--- src/rtl/fan_tach_pkg.sv ---
// Shared types and helpers for the fan tachometer monitor.
// Assumes an 8-bit speed count and a 2-bit factor select.
package fan_tach_pkg;
    localparam int CNT_W = 8;

    typedef logic [1:0] div_sel_t;

    typedef enum logic {
        MON_IDLE = 1'b0,
        MON_WIN  = 1'b1
    } mon_state_t;

    // Returns (factor - 1) for select codes 00=1, 01=2, 10=4, 11=8.
    function automatic logic [2:0] div_last(input div_sel_t sel);
        case (sel)
            2'b00:   div_last = 3'd0;
            2'b01:   div_last = 3'd1;
            2'b10:   div_last = 3'd3;
            default: div_last = 3'd7;
        endcase
    endfunction
endpackage

--- src/rtl/tach_filter.sv ---
// Synchronises the asynchronous tach input with two flops. It accepts a new
// level only after the synchronised input has differed from the current level
// for DEB_LEN consecutive clocks. It emits a one-cycle pulse on each accepted
// rising edge.
// Assumes DEB_LEN >= 2.
module tach_filter #(
    parameter int DEB_LEN = 16
) (
    input  logic clk,
    input  logic rst_n,
    input  logic tach_in,
    output logic rise
);
    localparam int DW = $clog2(DEB_LEN + 1);

    logic          sync1, sync2;
    logic          filt, filt_d;
    logic [DW-1:0] stab_cnt;

    // Synchroniser, stability counter and filtered level.
    always_ff @(posedge clk) begin
        if (!rst_n) begin
            sync1    <= 1'b0;
            sync2    <= 1'b0;
            filt     <= 1'b0;
            filt_d   <= 1'b0;
            stab_cnt <= '0;
        end else begin
            sync1  <= tach_in;
            sync2  <= sync1;
            filt_d <= filt;
            if (sync2 != filt) begin
                if (stab_cnt == DW'(DEB_LEN - 1)) begin
                    filt     <= sync2;
                    stab_cnt <= '0;
                end else begin
                    stab_cnt <= stab_cnt + 1'b1;
                end
            end else begin
                stab_cnt <= '0;
            end
        end
    end

    assign rise = filt & ~filt_d;

    // an accepted level must have been present for at least two clocks.
    assert_filter_stable_R7: assert property (@(posedge clk) disable iff (!rst_n)
        (filt != $past(filt)) |-> ($past(sync2) == filt && $past(sync2, 2) == filt));
endmodule

--- src/rtl/tick_gen.sv ---
// Divides the system clock by CLK_PER_TICK to make the 20 kHz time base. It
// then divides that by the selected factor to make the counting tick. Both
// stages restart when a measurement window opens, so the tick phase is fixed
// relative to the opening edge.
// Assumes CLK_PER_TICK >= 2.
module tick_gen
    import fan_tach_pkg::*;
#(
    parameter int CLK_PER_TICK = 1000
) (
    input  logic     clk,
    input  logic     rst_n,
    input  logic     en,
    input  logic     restart,
    input  div_sel_t sel,
    output logic     dtick
);
    localparam int PW = $clog2(CLK_PER_TICK);

    logic [PW-1:0] pre_cnt;
    logic [2:0]    div_cnt;
    logic          base_tick;
    logic          div_hit;

    assign base_tick = (pre_cnt == PW'(CLK_PER_TICK - 1));
    assign div_hit   = (div_cnt >= div_last(sel));
    assign dtick     = en && !restart && base_tick && div_hit;

    // Prescaler and factor divider, both cleared on restart or when off.
    always_ff @(posedge clk) begin
        if (!rst_n || !en || restart) begin
            pre_cnt <= '0;
            div_cnt <= '0;
        end else if (base_tick) begin
            pre_cnt <= '0;
            div_cnt <= div_hit ? 3'd0 : div_cnt + 3'd1;
        end else begin
            pre_cnt <= pre_cnt + 1'b1;
        end
    end

    // counting ticks are never back to back.
    assert_tick_spacing_R4: assert property (@(posedge clk) disable iff (!rst_n)
        dtick |=> !dtick);
endmodule

--- src/rtl/period_counter.sv ---
// Counts divided ticks over a window from one rising tach edge to the second
// rising edge after it. It latches the count at the window end, saturating at
// 255, and latches 255 when no edge arrives within TIMEOUT_TICKS ticks.
// Assumes rise and dtick come from tach_filter and tick_gen.
module period_counter
    import fan_tach_pkg::*;
#(
    parameter int TIMEOUT_TICKS = 512
) (
    input  logic             clk,
    input  logic             rst_n,
    input  logic             en,
    input  logic             rise,
    input  logic             dtick,
    output logic             start,
    output logic [CNT_W-1:0] result,
    output logic             done
);
    localparam int TW = $clog2(TIMEOUT_TICKS + 1);
    localparam logic [CNT_W-1:0] FULL = {CNT_W{1'b1}};

    mon_state_t       state;
    logic             edge_seen;
    logic [CNT_W-1:0] cnt;
    logic [TW-1:0]    to_cnt;

    assign start = en && rise && (state == MON_IDLE || edge_seen);

    // Window state machine, saturating count, timeout and result latch.
    always_ff @(posedge clk) begin
        if (!rst_n) begin
            state     <= MON_IDLE;
            edge_seen <= 1'b0;
            cnt       <= '0;
            to_cnt    <= '0;
            result    <= '0;
            done      <= 1'b0;
        end else begin
            done <= 1'b0;
            if (!en) begin
                state <= MON_IDLE;
            end else if (start) begin
                if (state == MON_WIN) begin
                    result <= cnt;
                    done   <= 1'b1;
                end
                state     <= MON_WIN;
                edge_seen <= 1'b0;
                cnt       <= '0;
                to_cnt    <= '0;
            end else if (state == MON_WIN) begin
                if (dtick && cnt != FULL) begin
                    cnt <= cnt + 1'b1;
                end
                if (rise) begin
                    edge_seen <= 1'b1;
                    to_cnt    <= '0;
                end else if (dtick) begin
                    if (to_cnt == TW'(TIMEOUT_TICKS - 1)) begin
                        result <= FULL;
                        done   <= 1'b1;
                        state  <= MON_IDLE;
                    end else begin
                        to_cnt <= to_cnt + 1'b1;
                    end
                end
            end
        end
    end

    // a full count never wraps back.
    assert_no_wrap_R5: assert property (@(posedge clk) disable iff (!rst_n)
        (cnt == FULL && !start) |=> (cnt == FULL));
    // an expired timeout reports full scale.
    assert_timeout_full_R6: assert property (@(posedge clk) disable iff (!rst_n)
        (en && state == MON_WIN && !rise && dtick && to_cnt == TW'(TIMEOUT_TICKS - 1))
        |=> (done && result == FULL));
    // no result while disabled.
    assert_quiet_off_R10: assert property (@(posedge clk) disable iff (!rst_n)
        !en |=> !done);
endmodule

--- src/rtl/fan_tach_monitor.sv ---
// Top of the fan tachometer monitor. It holds the control and threshold
// registers and the sticky interrupt flag, and connects the input filter,
// the tick generator and the period counter.
// Assumes irq_clear is not pulsed in the cycle a result is latched.
module fan_tach_monitor
    import fan_tach_pkg::*;
#(
    parameter int CLK_PER_TICK  = 1000,
    parameter int DEB_LEN       = 16,
    parameter int TIMEOUT_TICKS = 512
) (
    input  logic             clk,
    input  logic             rst_n,
    input  logic             tach_in,
    input  logic             ctrl_wr,
    input  logic [7:0]       ctrl_wdata,
    output logic [7:0]       ctrl_rdata,
    input  logic             thresh_wr,
    input  logic [CNT_W-1:0] thresh_wdata,
    output logic [CNT_W-1:0] thresh_rdata,
    input  logic             irq_clear,
    output logic [CNT_W-1:0] count_rdata,
    output logic             result_valid,
    output logic             irq
);
    logic             run_en, irq_en;
    div_sel_t         div_sel;
    logic [CNT_W-1:0] thresh_q;
    logic             irq_q;
    logic             rise, dtick, start, done;
    logic [CNT_W-1:0] result;
    logic             unused_rsvd;

    assign unused_rsvd = ^ctrl_wdata[5:2];

    // Control register write.
    always_ff @(posedge clk) begin
        if (!rst_n) begin
            run_en  <= 1'b0;
            irq_en  <= 1'b0;
            div_sel <= 2'b00;
        end else if (ctrl_wr) begin
            run_en  <= ctrl_wdata[7];
            irq_en  <= ctrl_wdata[6];
            div_sel <= ctrl_wdata[1:0];
        end
    end

    // Threshold register write.
    always_ff @(posedge clk) begin
        if (!rst_n) thresh_q <= '0;
        else if (thresh_wr) thresh_q <= thresh_wdata;
    end

    // Sticky interrupt flag: set on an alarming result, cleared by the host.
    always_ff @(posedge clk) begin
        if (!rst_n) irq_q <= 1'b0;
        else if (done && irq_en && result >= thresh_q) irq_q <= 1'b1;
        else if (irq_clear) irq_q <= 1'b0;
    end

    tach_filter #(.DEB_LEN(DEB_LEN)) i_filter (
        .clk(clk), .rst_n(rst_n), .tach_in(tach_in), .rise(rise)
    );

    tick_gen #(.CLK_PER_TICK(CLK_PER_TICK)) i_ticks (
        .clk(clk), .rst_n(rst_n), .en(run_en), .restart(start),
        .sel(div_sel), .dtick(dtick)
    );

    period_counter #(.TIMEOUT_TICKS(TIMEOUT_TICKS)) i_period (
        .clk(clk), .rst_n(rst_n), .en(run_en), .rise(rise), .dtick(dtick),
        .start(start), .result(result), .done(done)
    );

    assign ctrl_rdata   = {run_en, irq_en, 4'b0000, div_sel};
    assign thresh_rdata = thresh_q;
    assign count_rdata  = result;
    assign result_valid = done;
    assign irq          = irq_q;

    // an alarming result raises the flag on the next cycle.
    assert_irq_set_R8: assert property (@(posedge clk) disable iff (!rst_n)
        (done && irq_en && result >= thresh_q) |=> irq_q);
    // the flag only rises on an enabled result.
    assert_irq_cause_R8: assert property (@(posedge clk) disable iff (!rst_n)
        (!irq_q && !(done && irq_en)) |=> !irq_q);
    // the flag holds until cleared.
    assert_irq_sticky_R9: assert property (@(posedge clk) disable iff (!rst_n)
        (irq_q && !irq_clear) |=> irq_q);
    // a clear with no new result drops the flag.
    assert_irq_clear_R9: assert property (@(posedge clk) disable iff (!rst_n)
        (irq_clear && !done) |=> !irq_q);
endmodule

--- config.mk ---
export PLATFORM = sky130hd
export DESIGN_NAME = fan_tach_monitor
export DESIGN_NICKNAME = d
export VERILOG_FILES = /design/src/rtl/fan_tach_pkg.sv /design/src/rtl/tach_filter.sv /design/src/rtl/tick_gen.sv /design/src/rtl/period_counter.sv /design/src/rtl/fan_tach_monitor.sv
export SDC_FILE = /design/constraint.sdc
export NUM_CORES = 1
export LEC_CHECK = 0
export ABC_AREA = 1
export BUFFER_PORTS_ARGS = -buffer_cell sky130_fd_sc_hd__buf_2
export CAP_MARGIN = 40
export CORE_MARGIN = 3
export CORE_UTILIZATION = 51
export DETAILED_ROUTE_END_ITERATION = 12
export PLACE_DENSITY = 0.75
export SLEW_MARGIN = 5
export SYNTH_ARGS = -nofsm -noshare
export SYNTH_HDL_FRONTEND = slang
export SYNTH_HIERARCHICAL = 1
export SYNTH_SLANG_ARGS = --single-unit
export TNS_END_PERCENT = 20
--- constraint.sdc ---
create_clock -name clk -period 1.8 [get_ports clk]
set_input_delay 0 -clock clk [delete_from_list [all_inputs] [get_ports clk]]
set_output_delay 0 -clock clk [all_outputs]
set_load 0.01 [all_outputs]
==> results by group, run 1 <==
Run status
  • Status: finished, violations left
  • Failing checks: negative setup slack

Layout
  • Layout area overhead: 28.9%
  • Layout Utilization: 0.701
  • Layout cell share with drive strength beyond 1: 0.226
  • FF/Latch Area: 1290 um2
  • Ant diodes: 0
  • Commonest non-fill, non-tap cell in the layout: nand2_1
  • Most frequent cells in the layout: nand2_1, nor2_1, dfxtp_1
  • Fill count: 486
  • Area taken by multi-input logic gates: 1810 um2
  • NumNets Final: 582
  • Post-Layout Cell Count: 623

Power and ir drop
  • Power Density: 760 nW/um2
  • Clock power share: 0.474
  • Switch Pwr: 0.000692 W
  • Cell Int Power: 0.00256 W
  • Gate power share: 0.079
  • P_leak: 1.92 nW
  • Max VDD drop: 0.591 mV
  • Net Sw Frac: 0.213
  • Sequential fraction of design power: 0.447

Drt
  • Initial DRT Pass Iterations: 4
  • Total Wirelength: 7.39 mm
  • Via count: 3097
  • Post-DRT Antenna Nets: 0
  • Routed WL per cell: 11.9 um
  • Mean number of vias per cell: 4.97
  • Initial DRC Count: 146
  • DR DRC count: 0

Global routing
  • Initial antenna violation count: 0
  • Grt met1 use: 0.256
  • Vias in the first global route: 2975
  • First-pass GRT wire length: 12.7 mm
  • Grt total ovfl: 0
  • Met3 Use GR: 0.0589
  • Largest net degree at the start of global routing: 21
  • Gr usage total: 0.210
  • Met2 usage: 0.346
  • Most used routing layer: met2

STA
  • Fin Setup TNS: -2.69 ns
  • Count of pins over their slew limit: 0
  • Final Hold Viols: 0
  • Final Skew: 0.00565 ns
  • Crit path time final: 1.99 ns
  • Setup WS post-layout: -0.187 ns
  • Fmax: 503 MHz
  • Final setup violation count: 26
  • Tcrit/Tclk final: 1.10
  • RSZ-0062 raised after global routing: yes

Worst setup path
  • Crit Path Class: flip-flop to flip-flop
  • WP data required: 2.08 ns
  • Arr. time, crit path: 2.26 ns
  • Worst Path Max Fanout: 5
  • CP most frequent cell: nand2_2
  • Critical Path Start Type: flip-flop
  • Critical path, cell by cell: or2_4 -> ha_4 -> inv_2 -> nand2_2 -> nand2_2 -> nand2_2 -> nand3b_1 -> nor2_2 -> inv_2 -> a21oi_4 -> nand2_4 -> or2_0 -> a21oi_1
  • Slowest Stage Delay on Critical Path: 0.35 ns
  • Crit end category: flip-flop
  • Slowest cell on crit path: dfxtp_4
  • Cell family with most CP delay: simple AND/OR/NAND/NOR gates
  • Crit path buffers/inverters: 2

Synth
  • Synth cell types: 37
  • Post-synth top area share: 0.386
  • Synthesized area per cell: 7.21 um2
  • Synth Cell Area: 3320 um2
  • Yosys warnings: 6
  • Synth Register Bits: 64
  • Register area share after synthesis: 0.386
  • Yosys top cell by area: dfxtp_1
  • Post-Syn Instances: 460
  • Top cells by area, synth: dfxtp_1, nand2_1, nor2_1

Die
  • Initial core utilization: 0.544
  • Core area: 6100 um2
  • Die H: 86.6 um
  • Die Width: 86.6 um
  • Num ports: 48
  • Row count: 28
  • Die footprint: 7500 um2

Clocking
  • CTS tree: done
  • H-Tree Depth: 3
  • Num CTS Buffers: 9
  • Post-CTS Setup Inserts: 0
  • CTS Sinks: 64
  • Later-pin clock latency in the skew report: 0.34 ns
  • Max clock buf depth: 2
  • Clock transition at path regs: 0.07 ns
  • Root Buffer Master: clkbuf_8

Place
  • Count of input and output buffers: 39
  • DP Cell Count: 580
  • HPWL after DPL: 5.02 mm
  • GP Congestion: 0.850

Min path
  • Worst hold-check path type: primary input to flip-flop

Job
  • Number of max-cap violations: 0
## power groups by stage
stage               Combinational (W)  Sequential (W)  Clock (W)
finish                       0.000255         0.00145    0.00154
floorplan                    0.000123         0.00149          0
global route                 0.000288         0.00146    0.00163
global placement             0.000192         0.00148          0
CTS                          0.000248         0.00145    0.00158
detailed placement           0.000196         0.00149          0
## through the flow
| stage | setup slack [ns] | hold WS (ns) | cell area (um2) | power (W) |
|---|---|---|---|---|
| floorplan | -0.117 | 0.0935 | 3350 | 0.00162 |
| global placement | -0.218 | 0.189 | 3670 | 0.00168 |
| detailed placement | -0.270 | 0.189 | 3670 | 0.00168 |
| CTS | -0.203 | 0.00577 | 4230 | 0.00328 |
| global route | -0.321 | 0.0249 | 4280 | 0.00338 |
| finish | -0.187 | 0.0267 | 4280 | 0.00325 |
## cell type report
cell class | instances | area share
Clock buffer | 11 | 0.0354
Clock inverter | 5 | 0.0240
Inverter | 68 | 0.0597
Multi-Input combinational cell | 319 | 0.423
Sequential cell | 64 | 0.301
Tap cell | 75 | 0.0219
Timing Repair Buffer | 81 | 0.135
## Yosys cell counts
library cell   n
buf_4          7
o21ai_0       21
nand2_1       94
conb_1         1
nor2_2         5
or2_0          1
xor2_1         3
buf_6          1
buf_2          2
nand4_2        1
nor2_4         4
nand3_1       19
o31ai_1        8
or2_2          1
inv_1         62
a21oi_1       38
nor3_2         1
nand2_4        3
o21a_1         3
nor2_1        66
nand3_2        2
clkbuf_1       2
ha_1          17
nand4_1        6
nand3b_1       2
a21oi_2        2
nor3b_1        1
o21ai_1        1
nand2_2        8
a21o_1         1
o21bai_1       1
clkinv_1       1
dfxtp_1       64
xnor2_1        3
nand3_4        2
clkbuf_4       1
inv_2          5
## kinds of logic after synthesis
logic type | count (synthesis) | share of synthesized area
adder cells (fa/ha/maj) | 17 | 0.0641
AO/OA/AOI/OAI | 75 | 0.125
AND/OR/NAND/NOR | 216 | 0.303
other | 1 | 0.00113
flip-flops | 64 | 0.386
XOR/XNOR | 6 | 0.0159
buffers and inverters | 81 | 0.104
## sequential cells by signal (all words and copies together) (netlist names), 2 cells and up
signal and cells:
i_ticks/div_cnt 3, i_ticks/pre_cnt 10, thresh_rdata 8, div_sel 2, i_filter/stab_cnt 5, i_period/cnt 8
i_period/to_cnt 10, i_period/result 8
## layer usage
metal / vias up / wire length [um] / part of all wire
met5: - / 0 / 0
met4: 0 / 165 / 0.022
met3: 15 / 289 / 0.039
met2: 65 / 3530 / 0.48
met1: 1395 / 3410 / 0.46
li1: 1622 / - / -
## worst paths after layout
| check | from | to | slack, ns | cells after the start |
|---|---|---|---|---|
| worst max register to register | div_sel[1] | i_period/cnt[0] | -0.19 | 13 |
| worst max-delay path | div_sel[1] | i_period/cnt[0] | -0.19 | 13 |
| worst min register to register | i_ticks/pre_cnt[0] | i_ticks/pre_cnt[0] | 0.44 | 1 |
| worst min-delay path | rst_n | irq | 0.03 | 3 |
## tightest hold or removal path, stage by stage
cell     delay, ns
buf_2         0.20
inv_1         0.10
a21oi_2       0.03
## timing repair
item,4_1_cts,5_1_grt
resized for setup,15,14
hold buffers,26,0
cloned,1,0
setup endpoints to repair,26,28
pin swaps,7,5
endpoints found under the hold margin,14,0
Note: power is estimated with default switching activity, not from simulation.
==> inputs of run 2 (changes only) <==
--- a/config.mk
+++ b/config.mk
@@ -5,13 +5,12 @@
 export SDC_FILE = /design/constraint.sdc
 export NUM_CORES = 1
 export LEC_CHECK = 0
-export ABC_AREA = 1
 export BUFFER_PORTS_ARGS = -buffer_cell sky130_fd_sc_hd__buf_2
 export CAP_MARGIN = 40
 export CORE_MARGIN = 3
 export CORE_UTILIZATION = 51
 export DETAILED_ROUTE_END_ITERATION = 12
-export PLACE_DENSITY = 0.75
+export PLACE_DENSITY = 0.76
 export SLEW_MARGIN = 5
 export SYNTH_ARGS = -nofsm -noshare
 export SYNTH_HDL_FRONTEND = slang
==> results by group, run 2 <==
Worst setup path
  • Worst Path Max Fanout: 4 (was 5)
  • Arr. time, crit path: 2.70 ns (was 2.26 ns)
  • Critical path depth in cells: 9 (was 13)
  • Critical path, cell by cell: or2_4 -> ha_4 -> nor2b_4 -> o21ai_2 -> and4b_2 -> a21oi_2 -> or3_4 -> or4_4 -> a21oi_2 (was or2_4 -> ha_4 -> inv_2 -> nand2_2 -> nand2_2 -> nand2_2 -> nand3b_1 -> nor2_2 -> inv_2 -> a21oi_4 -> nand2_4 -> or2_0 -> a21oi_1)
  • Worst Setup SP: div_sel[1] (unchanged)
  • Worst reg-to-reg setup slack: -0.64 ns (was -0.19 ns)
  • Critical Path Start Type: flip-flop (unchanged)
  • Setup crit end: i_period/to_cnt[7] (was i_period/cnt[0])
  • Crit end category: flip-flop (unchanged)
  • Cell family with most CP delay: simple AND/OR/NAND/NOR gates (unchanged)
  • R2R depth: 9 (was 13)
  • WP data required: 2.06 ns (was 2.08 ns)
  • CP most frequent cell: a21oi_2 (was nand2_2)
  • Crit path buffers/inverters: 0 (was 2)
  • Reg2Reg Launch Point: div_sel[1] (unchanged)
  • Slowest cell on crit path: or4_4 (was dfxtp_4)
  • Crit Path Class: flip-flop to flip-flop (unchanged)
  • Worst flop-to-flop path endpoint: i_period/to_cnt[7] (was i_period/cnt[0])
  • Slowest Stage Delay on Critical Path: 0.43 ns (was 0.35 ns)

Global routing
  • Gr usage total: 0.219 (was 0.210)
  • Initial antenna violation count: 0 (unchanged)
  • Grt met1 use: 0.250 (was 0.256)
  • Most used routing layer: met2 (unchanged)
  • Largest net degree at the start of global routing: 20 (was 21)
  • Grt total ovfl: 0 (unchanged)
  • Met2 usage: 0.376 (was 0.346)
  • First-pass GRT wire length: 12.7 mm (about the same)
  • Vias in the first global route: 2822 (was 2975)
  • Met3 Use GR: 0.0796 (was 0.0589)

STA
  • Crit path time final: 2.44 ns (was 1.99 ns)
  • Fmax: 410 MHz (was 503 MHz)
  • Final setup violation count: 28 (was 26)
  • Tcrit/Tclk final: 1.36 (was 1.10)
  • Min Hold Slack: 0.0287 ns (was 0.0267 ns)
  • Final Skew: 0.00944 ns (was 0.00565 ns)
  • RSZ-0062 raised after global routing: yes (unchanged)
  • Final Hold Viols: 0 (unchanged)
  • Fin Setup TNS: -12.11 ns (was -2.69 ns)
  • Count of pins over their slew limit: 0 (unchanged)
  • Rel. slew slack: 0.441
  • Slew @ Worst Pin: 0.832 ns
  • Setup WS post-layout: -0.639 ns (was -0.187 ns)

Power and ir drop
  • Cell Int Power: 0.00207 W (was 0.00256 W)
  • Max VDD drop: 0.682 mV (was 0.591 mV)
  • Gate power share: 0.077 (was 0.079)
  • Clock power share: 0.389 (was 0.474)
  • Switch Pwr: 0.000643 W (was 0.000692 W)
  • Power Density: 646 nW/um2 (was 760 nW/um2)
  • Sequential fraction of design power: 0.534 (was 0.447)
  • P_leak: 1.73 nW (was 1.92 nW)
  • Net Sw Frac: 0.236 (was 0.213)

Drt
  • Post-DRT Antenna Nets: 0 (unchanged)
  • Via count: 2933 (was 3097)
  • DR DRC count: 0 (unchanged)
  • Mean number of vias per cell: 5.51 (was 4.97)
  • Total Wirelength: 7.65 mm (was 7.39 mm)
  • Routed WL per cell: 14.4 um (was 11.9 um)
  • Initial DRT Pass Iterations: 4 (unchanged)
  • Initial DRC Count: 149 (was 146)

Layout
  • Most frequent cells in the layout: dfxtp_1, buf_4, buf_2 (was nand2_1, nor2_1, dfxtp_1)
  • Ant diodes: 0 (unchanged)
  • Biggest regs: i_period/to_cnt x10, i_ticks/pre_cnt x10 (unchanged)
  • Final Instance Area: 4210 um2 (was 4280 um2)
  • Layout Utilization: 0.702 (was 0.701)
  • Layout cell share with drive strength beyond 1: 0.291 (was 0.226)
  • NumNets Final: 491 (was 582)
  • Fill count: 451 (was 486)
  • Layout area overhead: 32.1% (was 28.9%)
  • Commonest non-fill, non-tap cell in the layout: dfxtp_1 (was nand2_1)

Synth
  • Ys async rst share: 0 (unchanged)
  • EDFF count, synth: 0 (unchanged)
  • Synthesized area per cell: 8.92 um2 (was 7.21 um2)
  • Top cells by area, synth: dfxtp_1, ha_1, mux2i_1 (was dfxtp_1, nand2_1, nor2_1)
  • Register area share after synthesis: 0.402 (was 0.386)
  • Most common cell in the netlist: dfxtp_1 (was nand2_1)
  • Post-Syn Instances: 357 (was 460)
  • Yosys warnings: 6 (unchanged)
  • Yosys top cell by area: dfxtp_1 (unchanged)
  • Leading cell types by count after synthesis: dfxtp_1, nor3_1, nor2_1 (was nand2_1, nor2_1, dfxtp_1)
  • Ys flop type: dfxtp_1 (unchanged)
  • Post-synth top area share: 0.402 (was 0.386)
  • Synth Register Bits: 64 (unchanged)
  • Synth Cell Area: 3180 um2 (was 3320 um2)
  • Synth cell types: 57 (was 37)

Run status
  • Failing checks: negative setup slack (unchanged)
  • Status: finished, violations left (unchanged)

Clocking
  • CTS tree: done (unchanged)
  • Max clock buf depth: 2 (unchanged)
  • Num CTS Buffers: 9 (unchanged)
  • Later-pin clock latency in the skew report: 0.34 ns (about the same)
  • Root Buffer Master: clkbuf_8 (unchanged)
  • Clock transition at path regs: 0.07 ns (about the same)
  • H-Tree Depth: 3 (unchanged)
  • CTS Sinks: 64 (unchanged)

Place
  • DP Area: 3770 um2 (was 3670 um2)
  • GP Congestion: 0.933 (was 0.850)
  • HPWL after DPL: 5.21 mm (was 5.02 mm)
  • Setup WS pre-CTS: -0.651 ns (was -0.270 ns)
  • Count of input and output buffers: 39 (unchanged)

Job
  • Number of max-cap violations: 0 (unchanged)

Min path
  • Worst hold-check path type: primary input to flip-flop (unchanged)

Die
  • Initial core utilization: 0.532 (was 0.544)
  • Num ports: 48 (unchanged)
  • Die H: 85.0 um (was 86.6 um)
  • Row count: 28 (unchanged)
  • Die footprint: 7230 um2 (was 7500 um2)
  • Core area: 5990 um2 (was 6100 um2)
  • Die Width: 85.0 um (was 86.6 um)
==> run 2: cell count changes in the layout (fill, tap and decap cells not counted), sizes merged, moves of 6 or more <==
cell and delta:
o22ai +8, mux2i +15, buf +31, o21ai -11, nor2 -53, inv -48, dlygate4sd3 -13, nand2 -92
o211ai +6, nand3 -11, a21oi -19, nor3 +27, nor2b +20
==> run 2: per-layer routing <==
layer / wire length (um) / up-vias
met5: 0 / -
met4: 146 / 0
met3: 300 / 14
met2: 3940 / 54
met1: 3250 / 1383
li1: - / 1482
==> run 2: what timing repair did <==
| item | in CTS | in global routing |
|---|---|---|
| setup buffers | 5 | 0 |
| pin swaps | 15 | 8 |
| gates resized for setup | 10 | 12 |
| endpoints found under the setup margin | 28 | 28 |
| hold buffers | 13 | 0 |
| hold endpoints to repair | 13 | 0 |
==> run 2: worst min path at each step <==
stage,cells past startpoint,from,end
4_1_cts,3,ctrl_wr,div_sel[1]
3_3_place_gp,2,tach_in,i_filter/sync1
6_report,3,ctrl_wr,run_en
5_1_grt,3,ctrl_wr,run_en
2_1_floorplan,1,rst_n,i_filter/sync1
3_5_place_dp,2,tach_in,i_filter/sync1
==> run 2: power by group through the flow <==
stage               Combinational (W)  Sequential (W)  Clock (W)
floorplan                    0.000101         0.00149          0
global placement             0.000169         0.00148          0
detailed placement           0.000175         0.00148          0
CTS                          0.000201         0.00145    0.00109
global route                 0.000231         0.00145    0.00117
finish                       0.000211         0.00145    0.00106
==> run 2: tightest hold or removal path: cells and delay by family <==
kind / cells / cell delay, ns
buffers and inverters: 1 / 0.15
muxes: 1 / 0.09
and+or+nand+nor: 1 / 0.10
==> run 2: kinds of logic (layout without fill, tap and decap cells) <==
family / after synthesis / count (layout) / synth area share
xor+xnor: 11 / 11 / 0.0303
mux: 15 / 15 / 0.0472
simple gates: 143 / 143 / 0.255
compound gates: 68 / 68 / 0.141
fa+ha+maj: 17 / 17 / 0.0668
buf+inv: 38 / 135 / 0.0554
other cells: 1 / 4 / 0.00118
flops: 64 / 64 / 0.402
==> run 2: area by class of cell <==
type,count,area (um2),area share
clock inverters,3,17.5,0.00417
well taps,75,93.8,0.0223
repair buffers,99,682,0.162
multi-input cells,258,1900,0.452
flip-flops and latches,64,1290,0.306
inverters,20,75.1,0.0179
clock buffers,13,149,0.0354
==> run 2: stage by stage <==
| stage | cells | total power [W] |
|---|---|---|
| 5_1_grt | 532 | 0.00285 |
| 3_3_place_gp | 498 | 0.00165 |
| 2_1_floorplan | 360 | 0.00159 |
| 6_report | 532 | 0.00272 |
| 3_5_place_dp | 498 | 0.00166 |
| 4_1_cts | 532 | 0.00274 |
